==> src/rtl/atten_pkg.sv <==
`timescale 1ns/1ps
package atten_pkg;
  localparam int CODE_W    = 8;
  localparam int MANT_FRAC = 15;
  localparam int MANT_W    = MANT_FRAC + 2;
  localparam int STEPS_PER_SHIFT = 12;
  localparam int SH_W      = 5;

  typedef struct packed {
    logic              mute;
    logic [SH_W-1:0]   sh;
    logic [MANT_W-1:0] mant;
  } gain_t;

  // Mantissa for k half-dB steps below unity, Q1.15 format
  function automatic logic [MANT_W-1:0] step_mant(input logic [3:0] k);
    case (k)
      4'd0:    step_mant = 17'd32768;
      4'd1:    step_mant = 17'd30935;
      4'd2:    step_mant = 17'd29205;
      4'd3:    step_mant = 17'd27571;
      4'd4:    step_mant = 17'd26029;
      4'd5:    step_mant = 17'd24573;
      4'd6:    step_mant = 17'd23198;
      4'd7:    step_mant = 17'd21900;
      4'd8:    step_mant = 17'd20675;
      4'd9:    step_mant = 17'd19519;
      4'd10:   step_mant = 17'd18427;
      default: step_mant = 17'd17396;
    endcase
  endfunction

  // Split a code into mute flag, shift count and mantissa
  function automatic gain_t code_to_gain(input logic [CODE_W-1:0] code);
    logic [CODE_W-1:0] att;
    logic [CODE_W-1:0] q;
    logic [CODE_W-1:0] r;
    att  = 8'hFF - code;
    q    = att / CODE_W'(STEPS_PER_SHIFT);
    r    = att % CODE_W'(STEPS_PER_SHIFT);
    code_to_gain.mute = (code == '0);
    code_to_gain.sh   = q[SH_W-1:0];
    code_to_gain.mant = step_mant(r[3:0]);
  endfunction
endpackage

==> src/rtl/atten_regs.sv <==
`timescale 1ns/1ps
module atten_regs #(
  parameter int NCH         = 6,
  parameter int AW          = 3,
  parameter int MASTER_ADDR = 7
) (
  input  logic                              clk,
  input  logic                              rst_n,
  input  logic                              wr_en,
  input  logic [AW-1:0]                     wr_addr,
  input  logic [atten_pkg::CODE_W-1:0]      wr_code,
  input  logic                              wr_upd,
  output logic [NCH*atten_pkg::CODE_W-1:0]  pend_flat,
  output logic [NCH*atten_pkg::CODE_W-1:0]  act_flat,
  output logic                              upd_evt
);
  import atten_pkg::*;

  logic addr_is_master;
  logic addr_is_chan;

  assign addr_is_master = (int'(wr_addr) == MASTER_ADDR);
  assign addr_is_chan   = (int'(wr_addr) < NCH);
  assign upd_evt        = wr_en && wr_upd && (addr_is_chan || addr_is_master);

  for (genvar c = 0; c < NCH; c++) begin : g_ch
    logic              hit;
    logic [CODE_W-1:0] pend_q, pend_d, act_q;

    assign hit    = wr_en && ((int'(wr_addr) == c) || addr_is_master);
    assign pend_d = hit ? wr_code : pend_q;

    always_ff @(posedge clk or negedge rst_n) begin
      if (!rst_n) begin
        pend_q <= 8'hFF;
        act_q  <= 8'hFF;
      end else begin
        pend_q <= pend_d;
        if (upd_evt) act_q <= pend_d;
      end
    end

    assign pend_flat[c*CODE_W +: CODE_W] = pend_q;
    assign act_flat[c*CODE_W +: CODE_W]  = act_q;
  end
endmodule

==> src/rtl/atten_scale.sv <==
`timescale 1ns/1ps
module atten_scale #(
  parameter int NCH = 6,
  parameter int AW  = 3,
  parameter int DW  = 24
) (
  input  logic                              clk,
  input  logic                              rst_n,
  input  logic [NCH*atten_pkg::CODE_W-1:0]  act_flat,
  input  logic                              in_valid,
  input  logic [AW-1:0]                     in_ch,
  input  logic [DW-1:0]                     in_data,
  output logic                              s1_vld,
  output logic                              s1_zero,
  output logic                              out_valid,
  output logic [AW-1:0]                     out_ch,
  output logic [DW-1:0]                     out_data
);
  import atten_pkg::*;

  localparam int PW = DW + MANT_W;

  logic [CODE_W-1:0] sel_code;
  gain_t             sel_gain;

  always_comb begin
    sel_code = 8'hFF;
    for (int c = 0; c < NCH; c++)
      if (int'(in_ch) == c) sel_code = act_flat[c*CODE_W +: CODE_W];
  end
  assign sel_gain = code_to_gain(sel_code);

  // Stage 1: capture sample with the gain in force at acceptance
  gain_t          s1_gain;
  logic [DW-1:0]  s1_data;
  logic [AW-1:0]  s1_ch;

  always_ff @(posedge clk or negedge rst_n) begin
    if (!rst_n) begin
      s1_vld  <= 1'b0;
      s1_gain <= '0;
      s1_data <= '0;
      s1_ch   <= '0;
    end else begin
      s1_vld <= in_valid;
      if (in_valid) begin
        s1_gain <= sel_gain;
        s1_data <= in_data;
        s1_ch   <= in_ch;
      end
    end
  end
  assign s1_zero = s1_gain.mute;

  // Stage 2: multiply, round, shift
  logic signed [PW-1:0] prod, rnd, res;
  always_comb begin
    prod = PW'($signed(s1_data)) * $signed({1'b0, s1_gain.mant});
    rnd  = PW'(1) << (MANT_FRAC - 1 + int'(s1_gain.sh));
    res  = (prod + rnd) >>> (MANT_FRAC + int'(s1_gain.sh));
  end

  always_ff @(posedge clk or negedge rst_n) begin
    if (!rst_n) begin
      out_valid <= 1'b0;
      out_ch    <= '0;
      out_data  <= '0;
    end else begin
      out_valid <= s1_vld;
      if (s1_vld) begin
        out_ch   <= s1_ch;
        out_data <= s1_gain.mute ? '0 : res[DW-1:0];
      end
    end
  end
endmodule

==> src/rtl/atten_bank.sv <==
`timescale 1ns/1ps
module atten_bank #(
  parameter int NCH         = 6,
  parameter int AW          = 3,
  parameter int DW          = 24,
  parameter int MASTER_ADDR = 7
) (
  input  logic          clk,
  input  logic          rst_n,
  input  logic          wr_en,
  input  logic [AW-1:0] wr_addr,
  input  logic [7:0]    wr_code,
  input  logic          wr_upd,
  input  logic [AW-1:0] rd_addr,
  output logic [7:0]    rd_pend,
  output logic [7:0]    rd_act,
  input  logic          in_valid,
  input  logic [AW-1:0] in_ch,
  input  logic [DW-1:0] in_data,
  output logic          out_valid,
  output logic [AW-1:0] out_ch,
  output logic [DW-1:0] out_data
);
  import atten_pkg::*;

  logic [NCH*CODE_W-1:0] pend_flat;
  logic [NCH*CODE_W-1:0] act_flat;
  logic                  upd_evt;
  logic                  s1_vld;
  logic                  s1_zero;

  atten_regs #(.NCH(NCH), .AW(AW), .MASTER_ADDR(MASTER_ADDR)) u_regs (
    .clk(clk), .rst_n(rst_n), .wr_en(wr_en), .wr_addr(wr_addr),
    .wr_code(wr_code), .wr_upd(wr_upd),
    .pend_flat(pend_flat), .act_flat(act_flat), .upd_evt(upd_evt)
  );

  atten_scale #(.NCH(NCH), .AW(AW), .DW(DW)) u_scale (
    .clk(clk), .rst_n(rst_n), .act_flat(act_flat),
    .in_valid(in_valid), .in_ch(in_ch), .in_data(in_data),
    .s1_vld(s1_vld), .s1_zero(s1_zero),
    .out_valid(out_valid), .out_ch(out_ch), .out_data(out_data)
  );

  always_comb begin
    rd_pend = '0;
    rd_act  = '0;
    for (int c = 0; c < NCH; c++)
      if (int'(rd_addr) == c) begin
        rd_pend = pend_flat[c*CODE_W +: CODE_W];
        rd_act  = act_flat[c*CODE_W +: CODE_W];
      end
  end
endmodule

==> config.mk <==
export PLATFORM = sky130hd
export DESIGN_NAME = atten_bank
export DESIGN_NICKNAME = d
export VERILOG_FILES = /design/src/rtl/atten_pkg.sv /design/src/rtl/atten_regs.sv /design/src/rtl/atten_scale.sv /design/src/rtl/atten_bank.sv
export SDC_FILE = /design/constraint.sdc
export NUM_CORES = 2
export LEC_CHECK = 0
export ABC_AREA = 1
export BUFFER_PORTS_ARGS = -buffer_cell sky130_fd_sc_hd__buf_2
export CAP_MARGIN = 25
export CORE_UTILIZATION = 30
export CTS_CLUSTER_DIAMETER = 40
export CTS_CLUSTER_SIZE = 24
export DETAILED_ROUTE_END_ITERATION = 10
export GPL_TIMING_DRIVEN = 0
export PLACE_DENSITY = 0.54
export SYNTH_ARGS = -nofsm -noshare
export SYNTH_HDL_FRONTEND = slang
export SYNTH_SLANG_ARGS = --single-unit
==> constraint.sdc <==
create_clock -name clk -period 8.3 [get_ports clk]
set_input_delay 0.415 -clock clk [delete_from_list [all_inputs] [get_ports clk]]
set_output_delay 0.415 -clock clk [all_outputs]
set_load 0.02 [all_outputs]
# Yosys cells after proc, flatten, opt, wreduce, memory -nomap -nowiden
# Memories as Yosys holds them, arrays and structs flattened. A register that Yosys moved wholly into a read port is not among the register bits.
# Cells that the tools add are included.
# Widths: inputs -> output; s select.
# op_classes
n_addsub	4
mul	1
div	2
magnitude_cmp	1
eq_ne	16
shifts	2
n_mux	25
n_reduce_logical	20
# ops
cell	n
$mux 8	24
$add 41x41->41	1
$mul 24x18->41	1
$shl 1x32->41 const A	1
$sshr 41x32->24	1
$eq 3x3->1 const B	12
$mux 24	1
$add 4x5->6 const A	2
$eq 3x2->1 const B	3
$logic_not 3->1	3
$div 8x4->8 const B	1
$logic_and 1x1->1	8
$logic_not 8->1	1
$mod 8x4->8 const B	1
$sub 8x8->8 const A	1
$logic_or 1x1->1	7
$eq 3x1->1 const B	1
$lt 3x3->1 const B	1
$logic_not 1->1	1
# totals
register_bits	175
rom_bits	256
input_bits	46
word_cells	93
n_memories	1
# mem_list
memory	depth	word_bits	rd	rd_ports_with_merged_regs	wr	line	source
(no name shown)	16	16	1	1	0	atten_pkg.sv:17	case (k)

# Depth between registers and ports, before layout
# depth
depth_word	9
ltp_mapped	43
ltp_nobuf	42

# By module
# A second synthesis with hierarchy kept.
# hier_totals
hier_cells	3918
hier_area_um2	27760.4
# by_module_without_submodules
mod	instances	cells_per_inst	area_per_inst_um2	seq_area_each_um2
atten_scale	1	3296	22858.2	1951.9
atten_regs	1	443	4085.2	2522.4
atten_bank	1	179	817.0	0.0

# Least setup slack after synthesis
# OpenSTA, ideal clock, no wires.
# synth_timing
path_kind	register to register
from	register u_scale.s1_data[23]
to	register u_scale.out_data[22]
setup_ns	0.123
arrival_time_ns	6.588
required_ns	8.177
slack_ns	1.589
path_stages_with_launch	33
path_buffers	2
synth_period_minus_slack_ns	6.711
cell_sequence	dfrtp_1 -> clkbuf_1 -> clkbuf_1 -> nand2_1 -> inv_1 -> fa_1 -> fa_1 -> fa_1 -> fa_1 -> inv_1 -> fa_1 -> fa_1 -> inv_1 -> ha_1 -> nand2_1 -> nor2_1 -> nand2_1 -> nor2_1 -> nand3_1 -> nand3_1 -> inv_1 -> nand2_1 -> nand2_1 -> inv_1 -> nand2_1 -> nand2_1 -> nand2_1 -> nand2_1 -> nand2_1 -> nand2_1 -> nor2_1 -> o21ai_0 -> nand2_1
# synth_between
elab_chain_len	4
# synth_lines
element	line	source
from (decl)	atten_scale.sv:35	logic [DW-1:0] s1_data;
from (signal assigned)	atten_scale.sv:48	s1_data <= in_data;
$mul 24x18->41	atten_scale.sv:58	prod = PW'($signed(s1_data)) * $signed({1'b0, s1_gain.mant});
$add 41x41->41	atten_scale.sv:60	res = (prod + rnd) >>> (MANT_FRAC + int'(s1_gain.sh));
$sshr 41x32->24	atten_scale.sv:60	
$mux 24	atten_scale.sv:72	out_data <= s1_gain.mute ? '0 : res[DW-1:0];
to (signal assigned)	atten_scale.sv:72	
to (decl)	atten_scale.sv:17	output logic [DW-1:0] out_data
# Every way passes these cells.
# A chain may end at the register's enable or synchronous reset.

# Worst setup path after layout
# layout_timing
from	register u_scale.s1_gain[9] (netlist name)
to	register u_scale.out_data[21]
# layout_between
elab_chain_len	4
# layout_lines
element	line
$mul 24x18->41	atten_scale.sv:58
$add 41x41->41	atten_scale.sv:60
$sshr 41x32->24	atten_scale.sv:60
$mux 24	atten_scale.sv:72
# Every way passes these cells.

==> metrics.txt <==
outcome=finished, violations left; failing checks=design-rule violations; Avg Inst Size Synth=7.21 um2; Simple-Gate Fraction of Synth Area=26.5%; Ys Warns=0; pin count of the biggest net entering global routing=113; Max FO, Critical Path=10; initial core utilization=30.3%; Via density=4.80; core box area=88600 um2; # setup viols final=0; ratio of cells with drive above 1 in the final layout=6.95%; xor and xnor area share after synthesis=0.489%; Worst Path Required=8.67 ns; Core Rows=109; vias in the first global route=24674; router iterations before antenna repair=9; WS Path Type=reg -> reg; Worst Hold Launch=in_valid; Worst-path clk slew=0.07 ns; Worst Skew=0.0272 ns; FF-to-FF setup slack=0.43 ns; Clk Tree Root Cell=clkbuf_16; Post-synth EDFFs=0; fin cells=5021; Final Hold Viols=0; Seq cells post-synth=174; Mapped Nets=4309; CP Capture Type=flip-flop; ys flop type=dfstp_2; most common cell after layout, fill and taps aside=nand2_1; post-synthesis compound-gate area fraction=6.09%; DRT antenna net count=0; CTS tree=yes; Total Wirelength=90700 um; chip width=301 um; Crit-path slowest cell=nor4_1; Post-Synthesis Cells=3731; Cells after DPL=4985; register area=4470 um2; post-synthesis mux area share=0%; Setup TNS=0 ns; initial DRC count=1958; hold depth=1; RR Startpoint=u_scale.s1_gain[9]; r2r endpoint=u_scale.out_data[21]; I/O pin total=90; post-route minimum period=7.87 ns; Reg2Reg Depth=26; clock sink count=174; Die Ht=301 um; RSZ-0062 raised after global routing=false; Tot GR Track Use=20.7%; grt ovf=0; wire length per cell=18.1 um; Arr. time, crit path=8.24 ns; multi-input logic area=18600 um2; clk buf depth=2; max cap viols=0; max incr delay on CP=0.61 ns; Max Freq=127 MHz; Setup crit start kind=flip-flop; Hold Path Sink=u_scale.s1_vld; post-synthesis sequential area ratio=16.6%; Worst slew margin=29.4%; first-pass GRT wire length=143000 um; distinct cell type count after synthesis=41; clock latency on the worst-skew pair=0.51 ns; Worst Tran Pin Value=1.06 ns; Setup WS post-layout=0.432 ns; htree depth=4; Area Growth Syn to Fin=9.63%; async set-reset flop share out of synthesis=100%; main combinational cell family by area after synthesis=adder cells; # nets final=4419; Worst Hold Class=in -> reg; Via Count=24077; initial antenna violation count=5; Max Slew Vio Count=0; fin crit share=94.8%; placer congestion estimate=0.966; Remaining DRCs=6; fraction of the mapped netlist area in adder cells=36.2%; hpwl dp=76400 um; fill cell count=9808; IO Port Bufs=88; CTS buffer count=17; pre-CTS setup slack=0.149 ns; die area=90800 um2; commonest non-fill, non-tap cells in the layout=nand2_1 (1094), inv_1 (821), fa_1 (407); Netlist Area Pre-Place=26900 um2
==> per-stage QoR <==
step	utilization [%]	hold WS, ns	cell area, um2
floorplan	-	0.119	26900
global placement	32.5	0.364	28800
detailed placement	32.5	0.372	28800
CTS	33.2	0.0568	29400
global route	33.3	0.0673	29500
finish	33.3	0.0831	29500
==> metal layers <==
| metal | part of all wire, % | global-route usage (%) |
|---|---|---|
| met1 | 43 | 27.0 |
| met2 | 49 | 35.4 |
| met3 | 4.6 | 2.70 |
| met4 | 3.1 | 6.89 |
| met5 | 0.030 | 0 |
==> sequential cells by signal (all words and copies together), names as in the netlist <==
register and count:
u_scale.s1_data 24, u_scale.s1_gain 21, u_scale.s1_ch 3, u_scale.out_ch 3, u_scale.out_data 24, u_scale.out_valid 1
u_scale.s1_vld 1, u_scale.s1_zero 1, u_regs.g_ch.pend_q 48, u_regs.g_ch.act_q 48
==> cell usage after synthesis, types with 5 or more instances <==
library cell	number	area share, %
or2_2	6	0.14
xnor2_1	6	0.20
nor2_1	149	2.1
fa_1	409	30
nand2_2	5	0.12
a31oi_1	9	0.21
nor3_1	26	0.48
nand3b_1	23	0.64
o21ai_1	6	0.11
o21ai_0	146	2.7
ha_1	123	5.7
nand2_1	1094	15
inv_1	821	11
a211oi_1	7	0.20
a21oi_1	73	1.4
nor4_1	8	0.19
xor2_1	9	0.29
buf_1	17	0.24
o21bai_1	11	0.31
o22ai_1	19	0.44
nand4_1	27	0.63
o211ai_1	9	0.25
nand3_1	353	6.6
dfrtp_1	78	7.3
dfstp_2	96	9.4
inv_2	10	0.14
nor2_2	5	0.12
clkbuf_1	158	2.2
==> worst max-delay path by stage <==
stage	startpoint	to	cells past startpoint
6_report	u_scale.s1_gain[9]	u_scale.out_data[21]	26
2_1_floorplan	u_scale.s1_data[23]	u_scale.out_data[22]	32
3_3_place_gp	u_scale.s1_data[23]	u_scale.out_data[22]	32
5_1_grt	u_scale.s1_data[23]	u_scale.out_data[21]	30
3_5_place_dp	u_scale.s1_data[23]	u_scale.out_data[22]	32
4_1_cts	u_scale.s1_data[23]	u_scale.out_data[22]	32
==> layout make-up <==
type / instances / share of cell area (%)
Inverter: 835 / 10.6
Sequential cell: 174 / 15.2
Clock buffer: 20 / 1.52
Antenna cell: 2 / 0.0170
Clock inverter: 12 / 0.522
Timing Repair Buffer: 94 / 1.76
Multi-Input combinational cell: 2546 / 63.2
Buffer: 173 / 2.26
Tap cell: 1165 / 4.94
==> worst max-delay path: cells and delay by family, from the launching register on <==
kind / cells / cell delay, ns
adders and majority gates: 7 / 3.60
and+or+nand+nor: 12 / 2.03
buffers and inverters: 5 / 1.20
AOI/OAI and AO/OA: 2 / 0.57
DFF: 1 / 0.32
==> timing repair <==
item | CTS | global route
hold buffers | 1 | 0
buffers inserted | 0 | 4
resized for setup | 0 | 24
endpoints found under the hold margin | 62 | 0
endpoints found under the setup margin | 0 | 24
==> cell families after synthesis <==
group | count (synthesis)
flip-flops | 174
AO/OA/AOI/OAI | 296
buffers and inverters | 1011
adder cells (fa/ha/maj) | 532
XOR/XNOR | 15
AND/OR/NAND/NOR | 1703
Power is not shown: default switching activity piles up to over one toggle a cycle in this logic, so the estimate is an artifact.
